$ cat config.mk
export PLATFORM = sky130hd
export DESIGN_NAME = pbus_burst_slave
export DESIGN_NICKNAME = d
export VERILOG_FILES = /design/src/rtl/pbs_pkg.sv /design/src/rtl/pbs_lane_decode.sv /design/src/rtl/pbs_word_store.sv /design/src/rtl/pbs_beat_ctrl.sv /design/src/rtl/pbus_burst_slave.sv
export SDC_FILE = /design/constraint.sdc
export NUM_CORES = 2
export LEC_CHECK = 0
export BUFFER_PORTS_ARGS = -buffer_cell sky130_fd_sc_hd__clkbuf_2
export CAP_MARGIN = 40
export CELL_PAD_IN_SITES_DETAIL_PLACEMENT = 1
export CELL_PAD_IN_SITES_GLOBAL_PLACEMENT = 1
export CORE_MARGIN = 5
export CORE_UTILIZATION = 51
export CTS_BUF_LIST = sky130_fd_sc_hd__clkbuf_4 sky130_fd_sc_hd__clkbuf_8
export CTS_CLUSTER_DIAMETER = 60
export DETAILED_ROUTE_END_ITERATION = 7
export PLACE_DENSITY_LB_ADDON = 0.1
export SLEW_MARGIN = 5
export SYNTH_ARGS = -nofsm -noshare
export SYNTH_HDL_FRONTEND = slang
export SYNTH_HIERARCHICAL = 1
export SYNTH_SLANG_ARGS = --single-unit
$ cat constraint.sdc
create_clock -name clk -period 2.8 [get_ports clk]
set_input_delay 0.28 -clock clk [delete_from_list [all_inputs] [get_ports clk]]
set_output_delay 0.28 -clock clk [all_outputs]
set_load 0.05 [all_outputs]
$ cat src/rtl/pbs_pkg.sv
package pbs_pkg;
  localparam int LANES = 4;
  localparam int DATA_W = 8 * LANES;

  localparam logic [1:0] SZ_WORD = 2'b00;
  localparam logic [1:0] SZ_BYTE = 2'b01;
  localparam logic [1:0] SZ_HALF = 2'b10;

  typedef enum logic [1:0] {
    ST_IDLE   = 2'd0,
    ST_ACCESS = 2'd1,
    ST_ACK    = 2'd2
  } pbs_state_t;
endpackage

$ cat src/rtl/pbs_lane_decode.sv
module pbs_lane_decode
  import pbs_pkg::*;
(
  input  logic             clk,
  input  logic             rst,
  input  logic [1:0]       size,
  input  logic [1:0]       lo_addr,
  input  logic             burst,
  output logic [LANES-1:0] lane_be
);
  // Lane LANES-1 (port bits 31:24) holds byte offset 0: big-endian order.
  localparam logic [LANES-1:0] TOP_LANE  = {1'b1, {(LANES-1){1'b0}}};
  localparam logic [LANES-1:0] HIGH_HALF = {2'b11, {(LANES-2){1'b0}}};
  localparam logic [LANES-1:0] LOW_HALF  = {{(LANES-2){1'b0}}, 2'b11};

  always_comb begin
    if (burst) begin
      lane_be = '1;
    end else begin
      case (size)
        SZ_BYTE: lane_be = TOP_LANE >> lo_addr;
        SZ_HALF: lane_be = lo_addr[1] ? LOW_HALF : HIGH_HALF;
        default: lane_be = '1;
      endcase
    end
  end

  p_byte_one_lane_r3: assert property (@(posedge clk) disable iff (rst)
    (!burst && size == SZ_BYTE) |-> $countones(lane_be) == 1);
  p_half_two_lanes_r3: assert property (@(posedge clk) disable iff (rst)
    (!burst && size == SZ_HALF) |-> $countones(lane_be) == 2);
endmodule

$ cat src/rtl/pbs_word_store.sv
module pbs_word_store
  import pbs_pkg::*;
#(
  parameter int MEM_AW = 6
) (
  input  logic              clk,
  input  logic              en,
  input  logic              we,
  input  logic [MEM_AW-1:0] idx,
  input  logic [LANES-1:0]  be,
  input  logic [DATA_W-1:0] wdata,
  output logic [DATA_W-1:0] rdata
);
  localparam int DEPTH = 1 << MEM_AW;

  for (genvar g = 0; g < LANES; g++) begin : g_lane
    logic [7:0] arr [DEPTH];
    logic [7:0] q;

    always_ff @(posedge clk) begin
      if (en) begin
        if (we && be[g]) arr[idx] <= wdata[8*g +: 8];
        q <= arr[idx];
      end
    end

    assign rdata[8*g +: 8] = q;
  end
endmodule

$ cat src/rtl/pbs_beat_ctrl.sv
module pbs_beat_ctrl
  import pbs_pkg::*;
#(
  parameter int ADDR_W    = 18,
  parameter int MEM_AW    = 6,
  parameter int MAX_BEATS = 4
) (
  input  logic              clk,
  input  logic              rst,
  input  logic              start,
  input  logic [ADDR_W-1:0] addr,
  input  logic              rd,
  input  logic              burst_n,
  input  logic              more,
  input  logic [LANES-1:0]  lane_be,
  output logic              acc_en,
  output logic              acc_we,
  output logic [MEM_AW-1:0] acc_idx,
  output logic [LANES-1:0]  acc_be,
  output logic              ack_n,
  output logic              oe
);
  localparam int WRAP_W = (MAX_BEATS > 1) ? $clog2(MAX_BEATS) : 1;
  localparam int WRAP_HI = WRAP_W + 1;
  localparam logic [WRAP_W-1:0] LAST_BEAT = WRAP_W'(MAX_BEATS - 1);

  pbs_state_t        state;
  logic [ADDR_W-1:0] cur;
  logic [ADDR_W-1:0] nxt;
  logic              rd_q;
  logic              burst_q;
  logic [LANES-1:0]  be_q;
  logic [WRAP_W-1:0] beat_cnt;

  // Next burst address: step one word inside the aligned block, keep the rest.
  always_comb begin
    nxt = cur;
    nxt[WRAP_HI:2] = cur[WRAP_HI:2] + WRAP_W'(1);
  end

  always_ff @(posedge clk) begin
    if (rst) begin
      state    <= ST_IDLE;
      cur      <= '0;
      rd_q     <= 1'b0;
      burst_q  <= 1'b0;
      be_q     <= '0;
      beat_cnt <= '0;
      ack_n    <= 1'b1;
      oe       <= 1'b0;
    end else begin
      case (state)
        ST_IDLE: begin
          if (start) begin
            cur      <= addr;
            rd_q     <= rd;
            burst_q  <= !burst_n;
            be_q     <= lane_be;
            beat_cnt <= '0;
            state    <= ST_ACCESS;
          end
        end
        ST_ACCESS: begin
          ack_n <= 1'b0;
          oe    <= rd_q;
          state <= ST_ACK;
        end
        ST_ACK: begin
          ack_n <= 1'b1;
          oe    <= 1'b0;
          if (burst_q && more && beat_cnt != LAST_BEAT) begin
            beat_cnt <= beat_cnt + WRAP_W'(1);
            cur      <= nxt;
            state    <= ST_ACCESS;
          end else begin
            state <= ST_IDLE;
          end
        end
        default: state <= ST_IDLE;
      endcase
    end
  end

  assign acc_en  = (state == ST_ACCESS);
  assign acc_we  = acc_en && !rd_q;
  assign acc_idx = cur[MEM_AW+1:2];
  assign acc_be  = be_q;

  p_ack_one_clock_r5: assert property (@(posedge clk) disable iff (rst)
    !ack_n |=> ack_n);
  p_oe_inside_ack_r8: assert property (@(posedge clk) disable iff (rst)
    oe |-> !ack_n);
  p_single_one_beat_r6: assert property (@(posedge clk) disable iff (rst)
    (state != ST_IDLE && !burst_q) |-> beat_cnt == '0);
  p_wrap_in_block_r6: assert property (@(posedge clk) disable iff (rst)
    (state == ST_ACCESS && $past(state) == ST_ACK) |->
      (cur[ADDR_W-1:WRAP_HI+1] == $past(cur[ADDR_W-1:WRAP_HI+1]) &&
       cur[WRAP_HI:2] == $past(cur[WRAP_HI:2]) + WRAP_W'(1)));
  p_busy_ignores_start_r4: assert property (@(posedge clk) disable iff (rst)
    (state == ST_ACCESS && start) |=> ($stable(rd_q) && $stable(cur)));
  p_burst_cap_r10: assert property (@(posedge clk) disable iff (rst)
    (state == ST_ACK && beat_cnt == LAST_BEAT) |=> state == ST_IDLE);
endmodule

$ cat src/rtl/pbus_burst_slave.sv
module pbus_burst_slave
  import pbs_pkg::*;
#(
  parameter int ADDR_W    = 18,
  parameter int MEM_AW    = 6,
  parameter int MAX_BEATS = 4
) (
  input  logic              clk,
  input  logic              rst,
  input  logic              bus_start,
  input  logic [ADDR_W-1:0] bus_addr,
  input  logic              bus_rd,
  input  logic [1:0]        bus_size,
  input  logic              bus_burst_n,
  input  logic              bus_more,
  input  logic [31:0]       bus_wdata,
  output logic [31:0]       bus_rdata,
  output logic              bus_rdata_oe,
  output logic              bus_ack_n
);
  logic [LANES-1:0]  lane_be;
  logic              acc_en;
  logic              acc_we;
  logic [MEM_AW-1:0] acc_idx;
  logic [LANES-1:0]  acc_be;

  pbs_lane_decode u_decode (
    .clk     (clk),
    .rst     (rst),
    .size    (bus_size),
    .lo_addr (bus_addr[1:0]),
    .burst   (!bus_burst_n),
    .lane_be (lane_be)
  );

  pbs_beat_ctrl #(
    .ADDR_W    (ADDR_W),
    .MEM_AW    (MEM_AW),
    .MAX_BEATS (MAX_BEATS)
  ) u_ctrl (
    .clk     (clk),
    .rst     (rst),
    .start   (bus_start),
    .addr    (bus_addr),
    .rd      (bus_rd),
    .burst_n (bus_burst_n),
    .more    (bus_more),
    .lane_be (lane_be),
    .acc_en  (acc_en),
    .acc_we  (acc_we),
    .acc_idx (acc_idx),
    .acc_be  (acc_be),
    .ack_n   (bus_ack_n),
    .oe      (bus_rdata_oe)
  );

  pbs_word_store #(
    .MEM_AW (MEM_AW)
  ) u_store (
    .clk   (clk),
    .en    (acc_en),
    .we    (acc_we),
    .idx   (acc_idx),
    .be    (acc_be),
    .wdata (bus_wdata),
    .rdata (bus_rdata)
  );
endmodule

==> run_results.csv <==
group,metric,value,unit
synthesis,synth_xor_area_frac,0,
sta,worst_slew_pin_slew,0.984,ns
grt,antenna_found_initial,31,
worst_setup_path,cpMostUsedCell,"buf_4",
synthesis,synth_compound_area_frac,0.117,
die,io_pins,92,
power_and_ir_drop,power_density,693,mW/mm^2
sta,fin_crit,2.93,ns
grt,grt_pass1_wl,402000,microns
grt,grt_max_degree,65,
sta,hold_viol,0,
drt,wl_per_cell,37.0,microns
worst_setup_path,cp.required,3.47,ns
worst_setup_path,path_cells,"buf_4 > and3_1 > buf_4 > nand2_1 > nor2_1 > buf_4",
grt,grtUsageTotal,0.347,
die,dieArea,0.165,sq mm
synthesis,avgSynthCellArea,17.1,sq um
drt,vias,53200,
synthesis,syn_area,0.0800,sq mm
worst_setup_path,path_class,"reg -> reg",
sta,setup_ws,-0.132,ns
worst_setup_path,endpoint_kind,"register",
drt,drtAntennaViolNets,0,
sta,finalClockSkew,0.0983,ns
placement,post-place-ws,-0.345,ns
synthesis,synth_top_area_cell,"edfxtp_1",
synthesis,syn_inst,4686,
sta,rsz0062_at_grt,"yes",
clocking,cts_made_buffers,350,
finish,nNetsFinal,5708,
power_and_ir_drop,peakVddDrop,0.000536,V
synthesis,synth.top_cell.area_share,0.780,
sta,relSlewSlack,0.344,
power_and_ir_drop,leakage,32.3,nW
grt,gr-total-overflow,0,
synthesis,yosys.area_share.adder,0.00109,
die,rows,145,
synthesis,synth_edf_count,2080,
clocking,clk_latency,1.06,ns
placement,gp_congestion,0.898,
worst_hold_path,worstHoldPathType,"in -> reg",
synthesis,ys.flop_type,"edfxtp_1",
worst_hold_path,min_path_cells,2,
synthesis,muxShareOfSynthArea,0.0372,
sta,maxSlewViolCount,0,
worst_setup_path,crit_path_max_fanout,11,
synthesis,synth_cell_types,61,
worst_setup_path,crit_path_start_kind,"register",
die,core,0.156,sq mm
finish,drive_gt1_frac,0.288,
worst_setup_path,crit_slowest_cell,"dfxtp_1",
synthesis,synthTopCellsByCount,"2080 x edfxtp_1, 341 x nor2_1, 333 x a22oi_1, 227 x a221oi_1, 192 x clkbuf_1",
grt,first_global_vias,53300,
drt,drt_iter0_drc,7651,
drt,drtPass1Iterations,7,
synthesis,synth_top_family_by_area,"compound AO/OA/AOI/OAI gates",
clocking,cts-htree-levels,5,
sta,hold_slack,0.0708,ns
synthesis,synth_fp_nets,4751,
sta,fin_crit_sh,1.05,
sta,maxClockFrequency,0.341,GHz
worst_setup_path,slowest_delay,0.72,ns
finish,syn2layout_area_growth,22.3,%
die,die_h,406,microns
worst_setup_path,reg2reg_depth,6,
synthesis,yosysSeqAreaShare,0.785,
placement,io_buffer_count,81,
synthesis,synth.area.top_cells,"edfxtp_1 78%, a22oi_1 3.1%, a221oi_1 2.5%, mux2i_1 2.2%, nor2_1 1.6%",
synthesis,synth.most_common_cell,"edfxtp_1",
drt,wirelength,294000,microns
run_status,violations,"negative setup slack",
drt,drc,0,
worst_setup_path,cp_num_buf_inv,3,
synthesis,async_flop_share,0,
worst_setup_path,critical-path-top-delay-family,"simple AND/OR/NAND/NOR gates",
worst_setup_path,critPathArrivalTime,3.61,ns
drt,vias_per_cell,6.69,
synthesis,ys_warn_count,6,
finish,fillerInstances,13900,
clocking,clock-sinks,2098,
clocking,path_clk_slew,0.06,ns
finish,fin_util,0.627,
synthesis,ys_ff_latch,2098,
clocking,clockBufferDepth,4,
sta,setup_viol,134,
die,initial_core_util,0.512,
worst_setup_path,path_depth,6,
clocking,cts_tree,"done",
clocking,clockRootBuffer,"clkbuf_8",
die,die_w,406,microns
placement,hpwlAfterDp,189000,microns
synthesis,yosys.area_share.simple,0.0395,
run_status,outcome,"finished with violations",
job,cap_violations,0,
sta,setup-tns-final,-5.48,ns
==> registers in the layout (all words and copies together) (netlist names) <==
name,cells
u_store/g_lane.arr,2048
u_ctrl/state,2
u_ctrl/ack_n,1
u_ctrl/beat_cnt,2
u_ctrl/oe,1
u_store/g_lane.q,32
u_ctrl/cur,6
u_ctrl/rd_q,1
u_ctrl/acc_be,4
u_ctrl/burst_q,1
==> layout make-up <==
class	instances	area (sq um)	area share
Antenna cell	10	25.0	0.000256
Clock buffer	478	5810	0.0593
Clock inverter	116	811	0.00828
Inverter	9	36.3	0.000371
Multi-Input combinational cell	2228	16600	0.170
Sequential cell	2098	62800	0.642
Tap cell	2058	2570	0.0263
Timing Repair Buffer	956	9190	0.0938
==> cell usage in the layout (no fill, tap or decap), types with 13 or more instances in the layout <==
master / netlist / routed
edfxtp_1: 2080 / 2080
buf_4: 10 / 646
clkbuf_8: 0 / 355
nor2_1: 341 / 332
a22oi_1: 333 / 306
a221oi_1: 227 / 192
mux2i_1: 176 / 171
nand2_1: 168 / 161
a22o_1: 139 / 139
a21oi_1: 127 / 124
clkbuf_4: 0 / 123
buf_12: 0 / 122
clkbuf_2: 1 / 81
o22ai_1: 82 / 78
clkinv_1: 0 / 74
o21ai_0: 96 / 71
mux2_2: 62 / 62
dlygate4sd3_1: 0 / 60
a222oi_1: 52 / 52
a221o_1: 40 / 40
o211ai_1: 39 / 39
a221oi_2: 0 / 34
nor3_1: 46 / 33
a22oi_2: 0 / 27
a31oi_1: 31 / 25
clkinv_2: 0 / 22
buf_6: 9 / 21
or3_1: 30 / 20
nand2b_1: 21 / 19
o21ai_1: 0 / 19
nand4_1: 19 / 19
a211o_1: 17 / 17
mux4_2: 15 / 15
nand3_1: 19 / 14
or4_1: 17 / 14
dfxtp_1: 18 / 14
nor3_2: 0 / 13
==> final timing paths <==
check	from	to	slack (ns)
max	u_ctrl/cur[7]	u_store/g_lane[1].arr[61][0]	-0.13
min	bus_wdata[31]	u_store/g_lane[3].arr[57][7]	0.07
max reg2reg	u_ctrl/cur[7]	u_store/g_lane[1].arr[61][0]	-0.13
min reg2reg	u_ctrl/oe	u_ctrl/oe	0.47
==> through the flow <==
stage | std cells | power (mW) | area, sq um
floorplan | 4686 | 37.9 | 80000
global placement | 7207 | 40.9 | 88500
detailed placement | 7215 | 41.1 | 88700
CTS | 7903 | 67.6 | 96800
global route | 7945 | 69.8 | 97900
finish | 7953 | 67.8 | 97900
==> logic make-up (layout without fill, tap and decap cells) <==
kind of cell	after synthesis	in the layout
AO/OA/AOI/OAI	1245	1245
adder cells (fa/ha/maj)	7	7
buffers and inverters	361	1559
flip-flops	2098	2098
multiplexers	265	265
other	0	10
AND/OR/NAND/NOR	710	711
==> per-layer routing <==
| layer | part of all wire | global-route usage | wire [microns] |
|---|---|---|---|
| met4 | 0.059 | 0.169 | 17300 |
| met5 | 0.00045 | 0 | 132 |
| met3 | 0.11 | 0.0768 | 32200 |
| met2 | 0.46 | 0.544 | 136000 |
| met1 | 0.37 | 0.466 | 109000 |
==> power breakdown <==
group	switching [mW]	total, mW	internal [mW]
logic	4.16	6.45	2.29
clock network	12.1	26.5	14.4
registers	0.174	34.8	34.6
==> timing repair <==
item / in CTS / in global routing
gates cloned: 6 / 9
buffers inserted: 29 / 35
hold endpoints to repair: 1391 / 0
pin swaps: 39 / 65
resized for setup: 100 / 140
hold buffers: 60 / 0
endpoints found under the setup margin: 168 / 53
Power figures use the tool's default switching activity.
